<file path="src/rtl/barrel_pkg.sv">
package barrel_pkg;

    localparam int WORD_W = 32;
    localparam int AMT_W  = 8;
    localparam int CNT_W  = $clog2(WORD_W);

    typedef enum logic [1:0] {
        SH_LSL = 2'b00,
        SH_LSR = 2'b01,
        SH_ASR = 2'b10,
        SH_ROR = 2'b11
    } shift_op_e;

    typedef struct packed {
        logic             zero;   // effective count is zero
        logic             over;   // effective count >= WORD_W
        logic             exact;  // effective count == WORD_W
        logic [CNT_W-1:0] cnt;    // count modulo WORD_W
    } amt_info_t;

    typedef struct packed {
        logic [WORD_W-1:0] value;
        logic              carry;
    } shift_rsp_t;

    function automatic logic [WORD_W-1:0] bit_flip(input logic [WORD_W-1:0] w);
        logic [WORD_W-1:0] r;
        for (int i = 0; i < WORD_W; i++) begin
            r[i] = w[WORD_W-1-i];
        end
        return r;
    endfunction

endpackage

</file>
<file path="src/rtl/barrel_amt_sel.sv">
module barrel_amt_sel
    import barrel_pkg::*;
#(
    parameter int DW = WORD_W,
    parameter int AW = AMT_W,
    parameter int CW = CNT_W
) (
    input  logic          use_reg,
    input  logic [CW-1:0] imm,
    input  logic [DW-1:0] reg_word,
    output amt_info_t     info
);
    logic [AW-1:0] eff;
    logic          unused_hi;

    assign unused_hi = ^reg_word[DW-1:AW];

    always_comb begin
        eff        = use_reg ? reg_word[AW-1:0] : AW'(imm);
        info.zero  = (eff == '0);
        info.over  = |eff[AW-1:CW];
        info.exact = (eff == AW'(DW));
        info.cnt   = eff[CW-1:0];
    end
endmodule

</file>
<file path="src/rtl/barrel_rshift_net.sv">
module barrel_rshift_net
    import barrel_pkg::*;
#(
    parameter int DW = WORD_W,
    parameter int CW = CNT_W
) (
    input  shift_op_e     op,
    input  logic [DW-1:0] din,
    input  logic [CW-1:0] cnt,
    output logic [DW-1:0] dout
);
    logic [DW-1:0] stage [CW+1];
    logic          fill;
    logic          is_rot;

    assign is_rot   = (op == SH_ROR);
    assign fill     = (op == SH_ASR) ? din[DW-1] : 1'b0;
    assign stage[0] = (op == SH_LSL) ? bit_flip(din) : din;

    for (genvar s = 0; s < CW; s++) begin : g_stage
        localparam int SH = 1 << s;
        logic [DW-1:0] moved;
        always_comb begin
            if (is_rot) begin
                moved = {stage[s][SH-1:0], stage[s][DW-1:SH]};
            end else begin
                moved = {{SH{fill}}, stage[s][DW-1:SH]};
            end
        end
        assign stage[s+1] = cnt[s] ? moved : stage[s];
    end

    assign dout = (op == SH_LSL) ? bit_flip(stage[CW]) : stage[CW];
endmodule

</file>
<file path="src/rtl/barrel_fixup.sv">
module barrel_fixup
    import barrel_pkg::*;
#(
    parameter int DW = WORD_W,
    parameter int CW = CNT_W
) (
    input  shift_op_e     op,
    input  logic [DW-1:0] din,
    input  logic [DW-1:0] shifted,
    input  amt_info_t     info,
    input  logic          cin,
    output shift_rsp_t    rsp
);
    logic [CW-1:0] left_idx;
    logic [CW-1:0] right_idx;
    logic          sign;

    assign left_idx  = ~info.cnt + 1'b1;  // DW - cnt
    assign right_idx = info.cnt - 1'b1;
    assign sign      = din[DW-1];

    always_comb begin
        rsp.value = shifted;
        rsp.carry = din[right_idx];
        if (info.zero) begin
            rsp.value = din;
            rsp.carry = cin;
        end else begin
            unique case (op)
                SH_LSL: begin
                    if (info.over) begin
                        rsp.value = '0;
                        rsp.carry = info.exact & din[0];
                    end else begin
                        rsp.carry = din[left_idx];
                    end
                end
                SH_LSR: begin
                    if (info.over) begin
                        rsp.value = '0;
                        rsp.carry = info.exact & sign;
                    end
                end
                SH_ASR: begin
                    if (info.over) begin
                        rsp.value = {DW{sign}};
                        rsp.carry = sign;
                    end
                end
                SH_ROR: begin
                    if (info.cnt == '0) begin
                        rsp.value = din;
                        rsp.carry = sign;
                    end
                end
                default: ;
            endcase
        end
    end
endmodule

</file>
<file path="src/rtl/barrel_shifter.sv">
module barrel_shifter
    import barrel_pkg::*;
#(
    parameter int DW = WORD_W,
    parameter int AW = AMT_W,
    localparam int CW = $clog2(DW)
) (
    input  logic          clk,
    input  logic          rst,
    input  logic          in_valid,
    input  logic [1:0]    op,
    input  logic [DW-1:0] operand,
    input  logic          use_reg_amt,
    input  logic [CW-1:0] imm_amt,
    input  logic [DW-1:0] reg_amt,
    input  logic          carry_in,
    output logic          out_valid,
    output logic [DW-1:0] result,
    output logic          carry_out
);
    shift_op_e     op_e;
    amt_info_t     info;
    logic [DW-1:0] shifted;
    shift_rsp_t    rsp;

    assign op_e = shift_op_e'(op);

    barrel_amt_sel #(.DW(DW), .AW(AW), .CW(CW)) u_amt (
        .use_reg  (use_reg_amt),
        .imm      (imm_amt),
        .reg_word (reg_amt),
        .info     (info)
    );

    barrel_rshift_net #(.DW(DW), .CW(CW)) u_net (
        .op   (op_e),
        .din  (operand),
        .cnt  (info.cnt),
        .dout (shifted)
    );

    barrel_fixup #(.DW(DW), .CW(CW)) u_fix (
        .op      (op_e),
        .din     (operand),
        .shifted (shifted),
        .info    (info),
        .cin     (carry_in),
        .rsp     (rsp)
    );

    always_ff @(posedge clk) begin
        if (rst) begin
            out_valid <= 1'b0;
            result    <= '0;
            carry_out <= 1'b0;
        end else begin
            out_valid <= in_valid;
            if (in_valid) begin
                result    <= rsp.value;
                carry_out <= rsp.carry;
            end
        end
    end
endmodule

</file>
<file path="config.mk">
export PLATFORM = sky130hd
export DESIGN_NAME = barrel_shifter
export DESIGN_NICKNAME = d
export VERILOG_FILES = /design/src/rtl/barrel_pkg.sv /design/src/rtl/barrel_amt_sel.sv /design/src/rtl/barrel_rshift_net.sv /design/src/rtl/barrel_fixup.sv /design/src/rtl/barrel_shifter.sv
export SDC_FILE = /design/constraint.sdc
export NUM_CORES = 1
export LEC_CHECK = 0
export ABC_AREA = 1
export BUFFER_PORTS_ARGS = -buffer_cell sky130_fd_sc_hd__buf_2
export CORE_ASPECT_RATIO = 2
export CORE_MARGIN = 3
export CORE_UTILIZATION = 59
export DETAILED_ROUTE_END_ITERATION = 8
export PLACE_DENSITY = 0.88
export SETUP_SLACK_MARGIN = 0.5
export SLEW_MARGIN = 20
export SYNTH_ARGS = -nofsm -noshare
export SYNTH_HDL_FRONTEND = slang
export SYNTH_SLANG_ARGS = --single-unit
</file>
<file path="constraint.sdc">
create_clock -name clk -period 3.1 [get_ports clk]
set_clock_uncertainty 0.15 [all_clocks]
set_input_delay 0.155 -clock clk [delete_from_list [all_inputs] [get_ports clk]]
set_output_delay 0.155 -clock clk [all_outputs]
set_load 0.05 [all_outputs]
</file>
## Word-level counts from Yosys, hierarchy flattened

Index checks and enable logic that the tools add are counted.

| cells by class | value |
|---|---|
| $add $sub $neg | 2 |
| magnitude comparators | 2 |
| eq/ne operators | 4 |
| muxes and demuxes | 25 |
| bitwise operators | 3 |
| reduce and logical (&&, ||, !) cells | 4 |

Operator list:

| cell | count |
|---|---|
| 2-to-1 mux 32 bit | 13 |
| 2-to-1 mux 33 bit | 4 |
| case mux 33 bit (4 select lines) | 1 |
| less-than comparator 5 x 6 -> 1 bit, second input constant | 2 |
| binary-select mux 1 bit (select 5 bit) | 2 |
| equality test 8 x 6 -> 1 bit, second input constant | 1 |
| zero test 8 bit | 1 |
| 2-to-1 mux 8 bit | 1 |
| adder 5 x 1 -> 5 bit, second input constant | 1 |
| zero test 5 bit | 1 |
| inverter 5 bit | 1 |
| subtractor 5 x 1 -> 5 bit, second input constant | 1 |
| equality test 2 bit, second input constant | 2 |
| 2-to-1 mux 1 bit | 4 |
| OR reduction 3 bit | 1 |
| bitwise AND 1 bit | 2 |
| equality test 2 x 1 -> 1 bit, second input constant | 1 |
| zero test 2 bit | 1 |

| word-level totals | value |
|---|---|
| flip-flop bits (word level) | 34 |
| input bits | 76 |
| output and inout bits | 34 |

## Depth between registers and ports, before layout

Gate-level depths: netlist (run 1).

| logic depth | value |
|---|---|
| word-level depth | 16 |
| depth in mapped cells | 22 |
| gate-level depth less buffers | 20 |

## Cells and area by module

From an unflattened synthesis (run 1), not the netlist that was laid out.

| unflattened totals | value |
|---|---|
| cell total of the unflattened synthesis | 1378 |
| area total of the unflattened synthesis | 6932.9 um^2 |

By module, submodules not included:

| module | times used | cells each | area an instance (um^2) | sequential area each (um^2) |
|---|---|---|---|---|
| barrel_rshift_net | 1 | 700 | 3133.0 | 0.0 |
| barrel_fixup | 1 | 438 | 2285.9 | 0.0 |
| barrel_shifter | 1 | 212 | 1371.3 | 680.7 |
| barrel_amt_sel | 1 | 28 | 142.6 | 0.0 |

## Worst setup path after synthesis (run 1)

OpenSTA, ideal clock, no wires.

| timing path | value |
|---|---|
| kind | in2reg |
| from | in use_reg_amt |
| to | reg result[1] |
| library setup time | 0.135 ns |
| data arrival time | 2.305 ns |
| required time | 2.815 ns |
| setup slack | 0.510 ns |
| stages on the path | 18 |
| cells stage by stage | buf_6 o21ai_4 buf_2 ha_1 nand2_1 nor2_2 ha_1 inv_1 clkbuf_1 o21ai_0 o21ai_0 nand3b_1 nand2_1 nand2_1 nand2_1 nand2_1 nand2_1 a21oi_2 |

| on the way | value |
|---|---|
| cells in the longest elaborated chain, start to end | 14 |
| elaborated cells on any way between the ends | 20 |

RTL lines:

| item | line | RTL |
|---|---|---|
| start, declared | barrel_shifter.sv:13 | `input logic use_reg_amt,` |
| 2-to-1 mux 8 bit (*) | barrel_amt_sel.sv:19 | `eff = use_reg ? reg_word[AW-1:0] : AW'(imm);` |
| 2-to-1 mux 32 bit | barrel_rshift_net.sv:30 | `assign stage[s+1] = cnt[s] ? moved : stage[s];` |
| 2-to-1 mux 32 bit | barrel_rshift_net.sv:24 | `if (is_rot) begin` |
| 2-to-1 mux 32 bit | barrel_rshift_net.sv:30 |  |
| 2-to-1 mux 32 bit | barrel_rshift_net.sv:24 |  |
| 2-to-1 mux 32 bit | barrel_rshift_net.sv:30 |  |
| 2-to-1 mux 32 bit | barrel_rshift_net.sv:24 |  |
| 2-to-1 mux 32 bit | barrel_rshift_net.sv:30 |  |
| 2-to-1 mux 32 bit | barrel_rshift_net.sv:24 |  |
| 2-to-1 mux 32 bit | barrel_rshift_net.sv:30 |  |
| 2-to-1 mux 32 bit | barrel_rshift_net.sv:33 | `assign dout = (op == SH_LSL) ? bit_flip(stage[CW]) : stage[CW];` |
| 2-to-1 mux 33 bit (tied with other cells) | barrel_fixup.sv:51 | `if (info.cnt == '0) begin` |
| case mux 33 bit (4 select lines) | barrel_fixup.sv:29 | `unique case (op)` |
| 2-to-1 mux 33 bit (*) | barrel_fixup.sv:25 | `if (info.zero) begin` |
| end signal, assigned | barrel_shifter.sv:59 | `result <= rsp.value;` |
| end, declared | barrel_shifter.sv:18 | `output logic [DW-1:0] result,` |

Every way passes the cells marked *; elsewhere a longest branch is shown, timed or not.
A chain may end at the register's enable or synchronous reset.

## Worst setup path in the final report (run 1)

| timing path | value |
|---|---|
| from | in use_reg_amt |
| to | reg result[9] |

Same word-level chain as after synthesis.

==> results.yml, run 1 <==
worst_setup_path:
  cp-start-kind: "input pin"
  cp_max_fo: 42
  path_cells: "buf_4, inv_1, nand2_2, nand2_8, buf_16, nand3_1, nand3_1, nand3_1, nand3_1, nand3_1, nand2_1, nand2_1, nand2_1, nand2_1, nand2_1, nand2_1, nand2_1, a21oi_2"
  path_common_cell: "nand2_1"
  cp.arrival_ns: 2.55
  required_ns: 3.09
  reg2reg_to: "result[10]"
  crit_type: "input pin to register"
  worstReg2RegStart: "result[10]"
  crit_path_max_incr_delay_ns: 0.22
  end_kind: "register"
  slowest_stage: "buf_16"
  rrSetupSlack_ns: 2.15
  r2r_cells: 2
drt:
  via_count: 9408
  dr_wl_met3_um: 3210
  vias_per_cell: 6.34
  ant_nets: 0
  routedWlPerCell_um: 19.8
  drc: 0
  drt_iter0_drc: 1184
  dr.max_layer_used: "met4"
  dr.pass1.iters: 6
  wl_met2_um: 13100
  wl_met1_um: 9530
  wl_um: 29400
layout:
  antenna_cells: 0
  syn_to_final_growth_pct: 10.4
  nets: 1426
  stdcell_area_sq_mm: 0.00726
  n_fill_cell: 1081
  final_cells: 1485
  final_layout_size_suffix_gt1_share_pct: 13.8
grt:
  grt_start_max_net_pins: 67
  grt_remaining_overflow: 0
  grt_pass1_wl_um: 45800
  grtUsageTotal_pct: 47.7
  antenna_found_initial: 1
  grt_pass1_vias: 8638
floorplan:
  core_area_sq_mm: 0.0107
  die_w_um: 80.6
  start_util_pct: 61.6
  dieArea_sq_mm: 0.0125
  dieHeight_um: 155
  rows: 53
  io_pins: 110
synth:
  syn_avg_cell_area_sq_um: 5.01
  synth_warnings: 0
  syn_area_sq_mm: 0.00657
  synth_cells: 1313
  netlist.area_leader.share_pct: 28.7
  synth_nets: 1392
  ys_types: 33
  synth-seq-cells: 34
  synthTopCellsByArea: "nand2_1, nand3_1, dfxtp_1, o21ai_0, inv_1"
  yosysTopAreaCell: "nand2_1"
  seq_area_frac_synth_pct: 10.4
timing:
  tightest_slew_ns: 0.794
  min_period_ns: 2.56
  slew_headroom_pct: 47.0
  finalSetupTns_ns: 0
  fin_crit_sh_pct: 82.5
  finalMaxSlewViolations: 0
  rsz0062_at_grt: "true"
  fmax_mhz: 391
  setup_viol: 0
  finalHoldViolCount: 0
  fin_hold_ws_ns: 0.202
power:
  swShare_pct: 48.8
  leakage_nw: 3.95
  p_sw_w: 0.00131
  power_density_mw_per_mm2: 370
  p_clk_share_pct: 24.7
  pwr-share-comb_pct: 57.5
  pwr-share-seq_pct: 17.8
  internal-power_w: 0.00137
  irDropWorstVdd_mv: 0.373
placement:
  io_buffer_count: 85
  place_congestion: 1.25
  dp.cells: 1476
  dp_hpwl_um: 21600
  place_area_sq_mm: 0.00698
outcome:
  status: "complete, no violations"
clock_network:
  cts_tree: "yes"
  clock_sinks: 34
  cts_max_level: 2
  clkSlewWorstSetupHoldPaths_ns: 0.06
  hold_buffers: 0
  clk_latency_ns: 0.28
  root_buffer: "clkbuf_16"
  clockBufferDepth: 2
  cts_setup_buffers: 0
  cts_buffers: 5
worst_hold_path:
  hold_class: "input pin to register"
  holdPathStages: 5
  hp-start: "operand[23]"
  holdPathEnd: "result[23]"
run:
  maxCapViolations: 0
power by group through the flow:
| stage | clock (W) | sequential, W | combinational (W) |
|---|---|---|---|
| after CTS | 0.000660 | 0.000476 | 0.00146 |
| after global placement | 0 | 0.000484 | 0.00144 |
| after detailed placement | 0 | 0.000485 | 0.00145 |
| after floorplan | 0 | 0.000575 | 0.000957 |
| after global routing | 0.000682 | 0.000480 | 0.00169 |
| final | 0.000662 | 0.000477 | 0.00154 |
critical path, delay by kind of cell:
family,cells,cell delay [ns]
AO/OA/AOI/OAI,1,0.05
buffers and inverters,3,0.50
AND/OR/NAND/NOR,14,1.81
worst max path at each step:
stage	startpoint	endpoint	slack (ns)	cells after the start
4_1_cts	use_reg_amt	result[4]	0.55	16
5_1_grt	use_reg_amt	result[9]	0.47	18
2_1_floorplan	use_reg_amt	result[1]	0.51	18
6_report	use_reg_amt	result[9]	0.54	18
3_5_place_dp	use_reg_amt	result[6]	0.21	18
3_3_place_gp	use_reg_amt	carry_out	0.31	16
cells in the mapped netlist (all sizes together):
| library cell | number |
|---|---|
| nand3b | 4 |
| o211ai | 9 |
| or2 | 2 |
| a21oi | 56 |
| buf | 55 |
| nand4 | 3 |
| nor2 | 15 |
| clkbuf | 36 |
| dfxtp | 34 |
| xnor2 | 1 |
| inv | 101 |
| nand2 | 513 |
| ha | 3 |
| o21bai | 1 |
| xor2 | 3 |
| o21ai | 126 |
| nand3 | 350 |
| clkinv | 1 |
registers in the layout, summed over array words and instances (netlist names):
signal and flops:
result 32, carry_out 1, out_valid 1
area by class of cell:
class,count,area (sq um),share of cell area (%)
multi-input combinational,1087,5100,70.3
timing repair buffer,117,729,10.1
clock inverter,3,68.8,0.948
clock buffer,5,125,1.72
sequential,34,681,9.38
tap,137,171,2.36
inverter,102,383,5.28
cell families after synthesis:
family	synth area share [%]
simple gates	59.2
buf+inv	13.3
flops	10.4
compound gates	16.0
fa+ha+maj	0.571
xor+xnor	0.647
what timing repair did:
item                       4_1_cts  5_1_grt
cloned                           0        1
setup endpoints to repair        4       30
pin swaps                        0        1
resized for setup                1       29
placed cells by master (no fill, tap or decap), types with 2 or more instances in the layout:
cell type and count:
buf_12 3, nand3_2 14, dfxtp_1 34, nand2_1 496
o21ai_1 27, o211ai_1 9, nand4_1 3, ha_1 2
nand3_1 336, clkbuf_16 5, nor2_1 10, xor2_1 2
nand2_2 15, buf_2 84, nor2_4 3, buf_4 28
nor2_2 2, bufinv_16 2, nand2_4 2, inv_1 95
o21ai_0 96, a21oi_2 12, nand3b_1 4, a21oi_1 44
o21ai_2 2, inv_2 6
per-stage QoR:
stage | setup slack, ns | utilization, % | power (W)
finish | 0.544 | 68.0 | 0.00268
global route | 0.469 | 68.0 | 0.00285
CTS | 0.547 | 67.2 | 0.00260
detailed placement | 0.207 | 65.4 | 0.00193
global placement | 0.313 | 65.4 | 0.00192
floorplan | 0.510 | - | 0.00153
metal layers:
layer | track usage, % | up-vias
li1 | - | 4409
met1 | 51.1 | 4133
met2 | 74.8 | 633
met3 | 10.7 | 233
met4 | 44.7 | 0
met5 | 0 | -
Note: power is estimated with default switching activity, not from simulation.
==> run 2, diff against run 1 <==
Clock period 3.1 ns to 2.4 ns, I/O delays scaled along.
==> run 2 against run 1 <==
  * Synthesized area stayed put
  * Synthesized cell count stayed put
  * The flow now stops in global routing (5_1_grt)
==> results.yml, run 2 <==
synth:
  ys_types: 33
  synth_xor_area_share_pct: 0.647
  synthArstFlopShare_pct: 0
  synth-adder-area-share_pct: 0.571
  synth-seq-cells: 34
  synth_common_cells: "nand2_1, nand3_1, o21ai_0"
  synthMuxAreaShare_pct: 0
  synth-edff-count: 0
  yosysTopAreaCell: "nand2_1"
  synth_nets: 1392
  synthFlopType: "dfxtp_1"
  synth.most_common_cell: "nand2_1"
  netlist.area_leader.share_pct: 28.7
  synth_compound_area_share_pct: 16.0
  synth_top_family_by_area: "simple AND/OR/NAND/NOR gates"
  seq_area_frac_synth_pct: 10.4
  syn_avg_cell_area_sq_um: 5.01
  synthTopCellsByArea: "nand2_1, nand3_1, dfxtp_1, o21ai_0, inv_1"
  synth_warnings: 0
  yosys.area_share.simple_pct: 59.2
  synth_cells: 1313
  syn_area_sq_mm: 0.00657
floorplan:
  dieHeight_um: 155
  rows: 53
  start_util_pct: 61.6
  io_pins: 110
  die_w_um: 80.6
clock_network:
  clock_sinks: 34
  root_buffer: "clkbuf_16"
  hold_buffers: 0
  cts_max_level: 2
  clockBufferDepth: 2
  cts_buffers: 5
placement:
  place_area_sq_mm: 0.00760
  place_congestion: 1.16
  dp_hpwl_um: 22100
  io_buffer_count: 85
outcome:
  firstError: "[ERROR GRT-0232] Routing congestion too high. Check the congestion heatmap in the GUI."
  stop_stage: "global routing (5_1_grt)"
  status: "stopped before the end"
grt:
  grtUsageTotal_pct: 52.9
  grt_remaining_overflow: 1
  grt_start_max_net_pins: 53
==> run 2: cell counts after synthesis <==
Identical to the previous run, type by type.
==> run 2: cell families after synthesis <==
kind of cell             count (synthesis)
AND/OR/NAND/NOR                        887
buffers and inverters                  193
AO/OA/AOI/OAI                          192
flip-flops                              34
XOR/XNOR                                 4
adder cells (fa/ha/maj)                  3
==> run 2: per-layer routing <==
layer  global-route usage [%]  GRT overflow
met5                    0.870             0
met3                     18.3             0
met4                     52.8             0
met1                     53.4             0
met2                     80.9             1
==> run 2: what timing repair did <==
item                                    CTS
cloned                                    5
endpoints found under the setup margin   33
setup buffers                            13
hold endpoints to repair                  0
resized for setup                        90
pin swaps                                21
==> run 2: stage by stage <==
| stage | worst slack [ns] | std cells | TNS [ns] |
|---|---|---|---|
| CTS | 0.323 | 1549 | 0 |
| detailed placement | -0.162 | 1523 | -1.83 |
| global placement | -0.108 | 1523 | -0.812 |
| floorplan | 0.168 | 1313 | 0 |
==> run 3, diff against run 2 <==
Settings changed: CORE_ASPECT_RATIO 2 to not set, CORE_UTILIZATION 59 to 40, PLACE_DENSITY 0.88 to not set, PLACE_DENSITY_LB_ADDON set to 0.15, SETUP_SLACK_MARGIN 0.5 to not set.
==> run 3 against run 2 <==
  * The run now ends clean
==> results.yml, run 3 (same netlist as run 1, synthesis figures left out) <==
outcome:
  status: "complete, no violations"
timing:
  tightest_slew_ns: 1.00
  min_period_ns: 2.19
  finalSetupTns_ns: 0
  finalMaxSlewViolations: 0
  setup_viol: 0
  fin_crit_sh_pct: 91.4
  setup_ws_ns: 0.205
  fin_hold_ws_ns: 0.186
  rsz0062_at_grt: "true"
  slew_headroom_pct: 32.9
  fmax_mhz: 456
  finalHoldViolCount: 0
clock_network:
  cts_max_level: 2
  clock_sinks: 34
  clkSlewWorstSetupHoldPaths_ns: 0.05
  clk_latency_ns: 0.28
  root_buffer: "clkbuf_16"
  cts_buffers: 5
  cts_tree: "yes"
  clockBufferDepth: 2
placement:
  dp.cells: 1614
  pre_cts_ws_ns: -0.159
  place_congestion: 1.05
  dp_hpwl_um: 23500
  place_area_sq_mm: 0.00767
  io_buffer_count: 85
layout:
  final_cells: 1622
  largest-register: "result"
  syn_to_final_growth_pct: 20.1
  antenna_cells: 0
  stdcell_area_sq_mm: 0.00789
  final_layout_size_suffix_gt1_share_pct: 17.1
  nets: 1485
  largest_register_ffs: 32
  mostFrequentLayoutCells: "nand2_1, nand3_1, inv_1"
  final_common_cell: "nand2_1"
  largest_registers: "result x32, carry_out x1, out_valid x1"
worst_setup_path:
  crit_type: "input pin to register"
  path_common_cell: "nand2_1"
  cp-start-kind: "input pin"
  rrSetupSlack_ns: 1.51
  cp.arrival_ns: 2.18
  required_ns: 2.39
  slowest_stage: "or2_1"
  reg2reg_to: "result[17]"
  worstReg2RegStart: "result[17]"
  r2r_cells: 2
  crit_path_max_incr_delay_ns: 0.21
  end_kind: "register"
  cp_max_fo: 23
  path_cells: "clkbuf_4, inv_2, or2_1, o21ai_2, inv_2, nor2_2, ha_2, inv_1, buf_12, buf_12, o21ai_0, o21ai_0, inv_1, nand2_1, nand2_1, nand2_1, nand2_1, nand2_1, nand2_1, a21oi_2"
grt:
  grtUsageTotal_pct: 32.2
  grt_pass1_vias: 8160
  antenna_found_initial: 0
  grt_start_max_net_pins: 51
  grt_pass1_wl_um: 45700
  grt_remaining_overflow: 0
worst_hold_path:
  hold_class: "input pin to register"
  holdPathStages: 5
  hp-start: "operand[7]"
  holdPathEnd: "result[7]"
floorplan:
  rows: 46
  dieArea_sq_mm: 0.0180
  core_area_sq_mm: 0.0160
  start_util_pct: 41.1
  die_w_um: 134
  io_pins: 110
  dieHeight_um: 134
drt:
  routedWlPerCell_um: 18.4
  wl_um: 29900
  ant_nets: 0
  via_count: 9217
  drt_iter0_drc: 1045
  vias_per_cell: 5.68
  dr.pass1.iters: 7
  drc: 0
power:
  leakage_nw: 4.27
  power_density_mw_per_mm2: 439
  irDropWorstVdd_mv: 0.349
run:
  maxCapViolations: 0
==> run 3: routing by layer <==
layer,share of wire (%),track usage [%],wire (um)
met5,0,0,0
met1,43,44.0,12800
met3,10,7.69,3010
met2,42,48.3,12600
met4,4.8,13.6,1450
==> run 3: worst max-delay path by stage <==
stage / start / to / slack (ns) / cells past startpoint
6_report: use_reg_amt / result[0] / 0.21 / 20
3_5_place_dp: use_reg_amt / result[26] / -0.16 / 20
2_1_floorplan: use_reg_amt / result[23] / 0.0005 / 19
4_1_cts: use_reg_amt / result[26] / 0.13 / 20
3_3_place_gp: use_reg_amt / result[31] / -0.12 / 19
5_1_grt: use_reg_amt / result[20] / -0.02 / 21
==> run 3: critical path, delay by kind of cell <==
kind,cells,cell delay [ns]
adders and majority gates,1,0.19
AOI/OAI and AO/OA,4,0.49
and+or+nand+nor,8,0.68
buffers and inverters,7,0.69
==> run 3: what timing repair did <==
| item | 4_1_cts | 5_1_grt |
|---|---|---|
| endpoints found under the hold margin | 0 | 0 |
| setup endpoints to repair | 0 | 26 |
| hold buffers | 0 | 0 |
| gates resized for setup | 0 | 21 |
| setup buffers | 0 | 0 |
==> run 3: stage by stage <==
stage / power, W / utilization, %
5_1_grt: 0.00371 / 49.3
3_5_place_dp: 0.00265 / 48.0
2_1_floorplan: 0.00198 / -
4_1_cts: 0.00342 / 49.0
6_report: 0.00347 / 49.3
3_3_place_gp: 0.00266 / 48.0
==> run 3: final cells by class <==
class | instances | area, sq um
Clock buffer | 6 | 139
Sequential cell | 34 | 681
Inverter | 102 | 383
Tap cell | 216 | 270
Fill cell | 1812 | 8110
Multi-Input combinational cell | 1087 | 5080
Timing Repair Buffer | 176 | 1310
Clock inverter | 1 | 30.0
==> run 3: power breakdown <==
part / internal, W / leakage, nW / switching [W]
registers: 0.000599 / 0.277 / 0.0000187
logic: 0.000682 / 3.91 / 0.00141
clock network: 0.000512 / 0.0829 / 0.000246
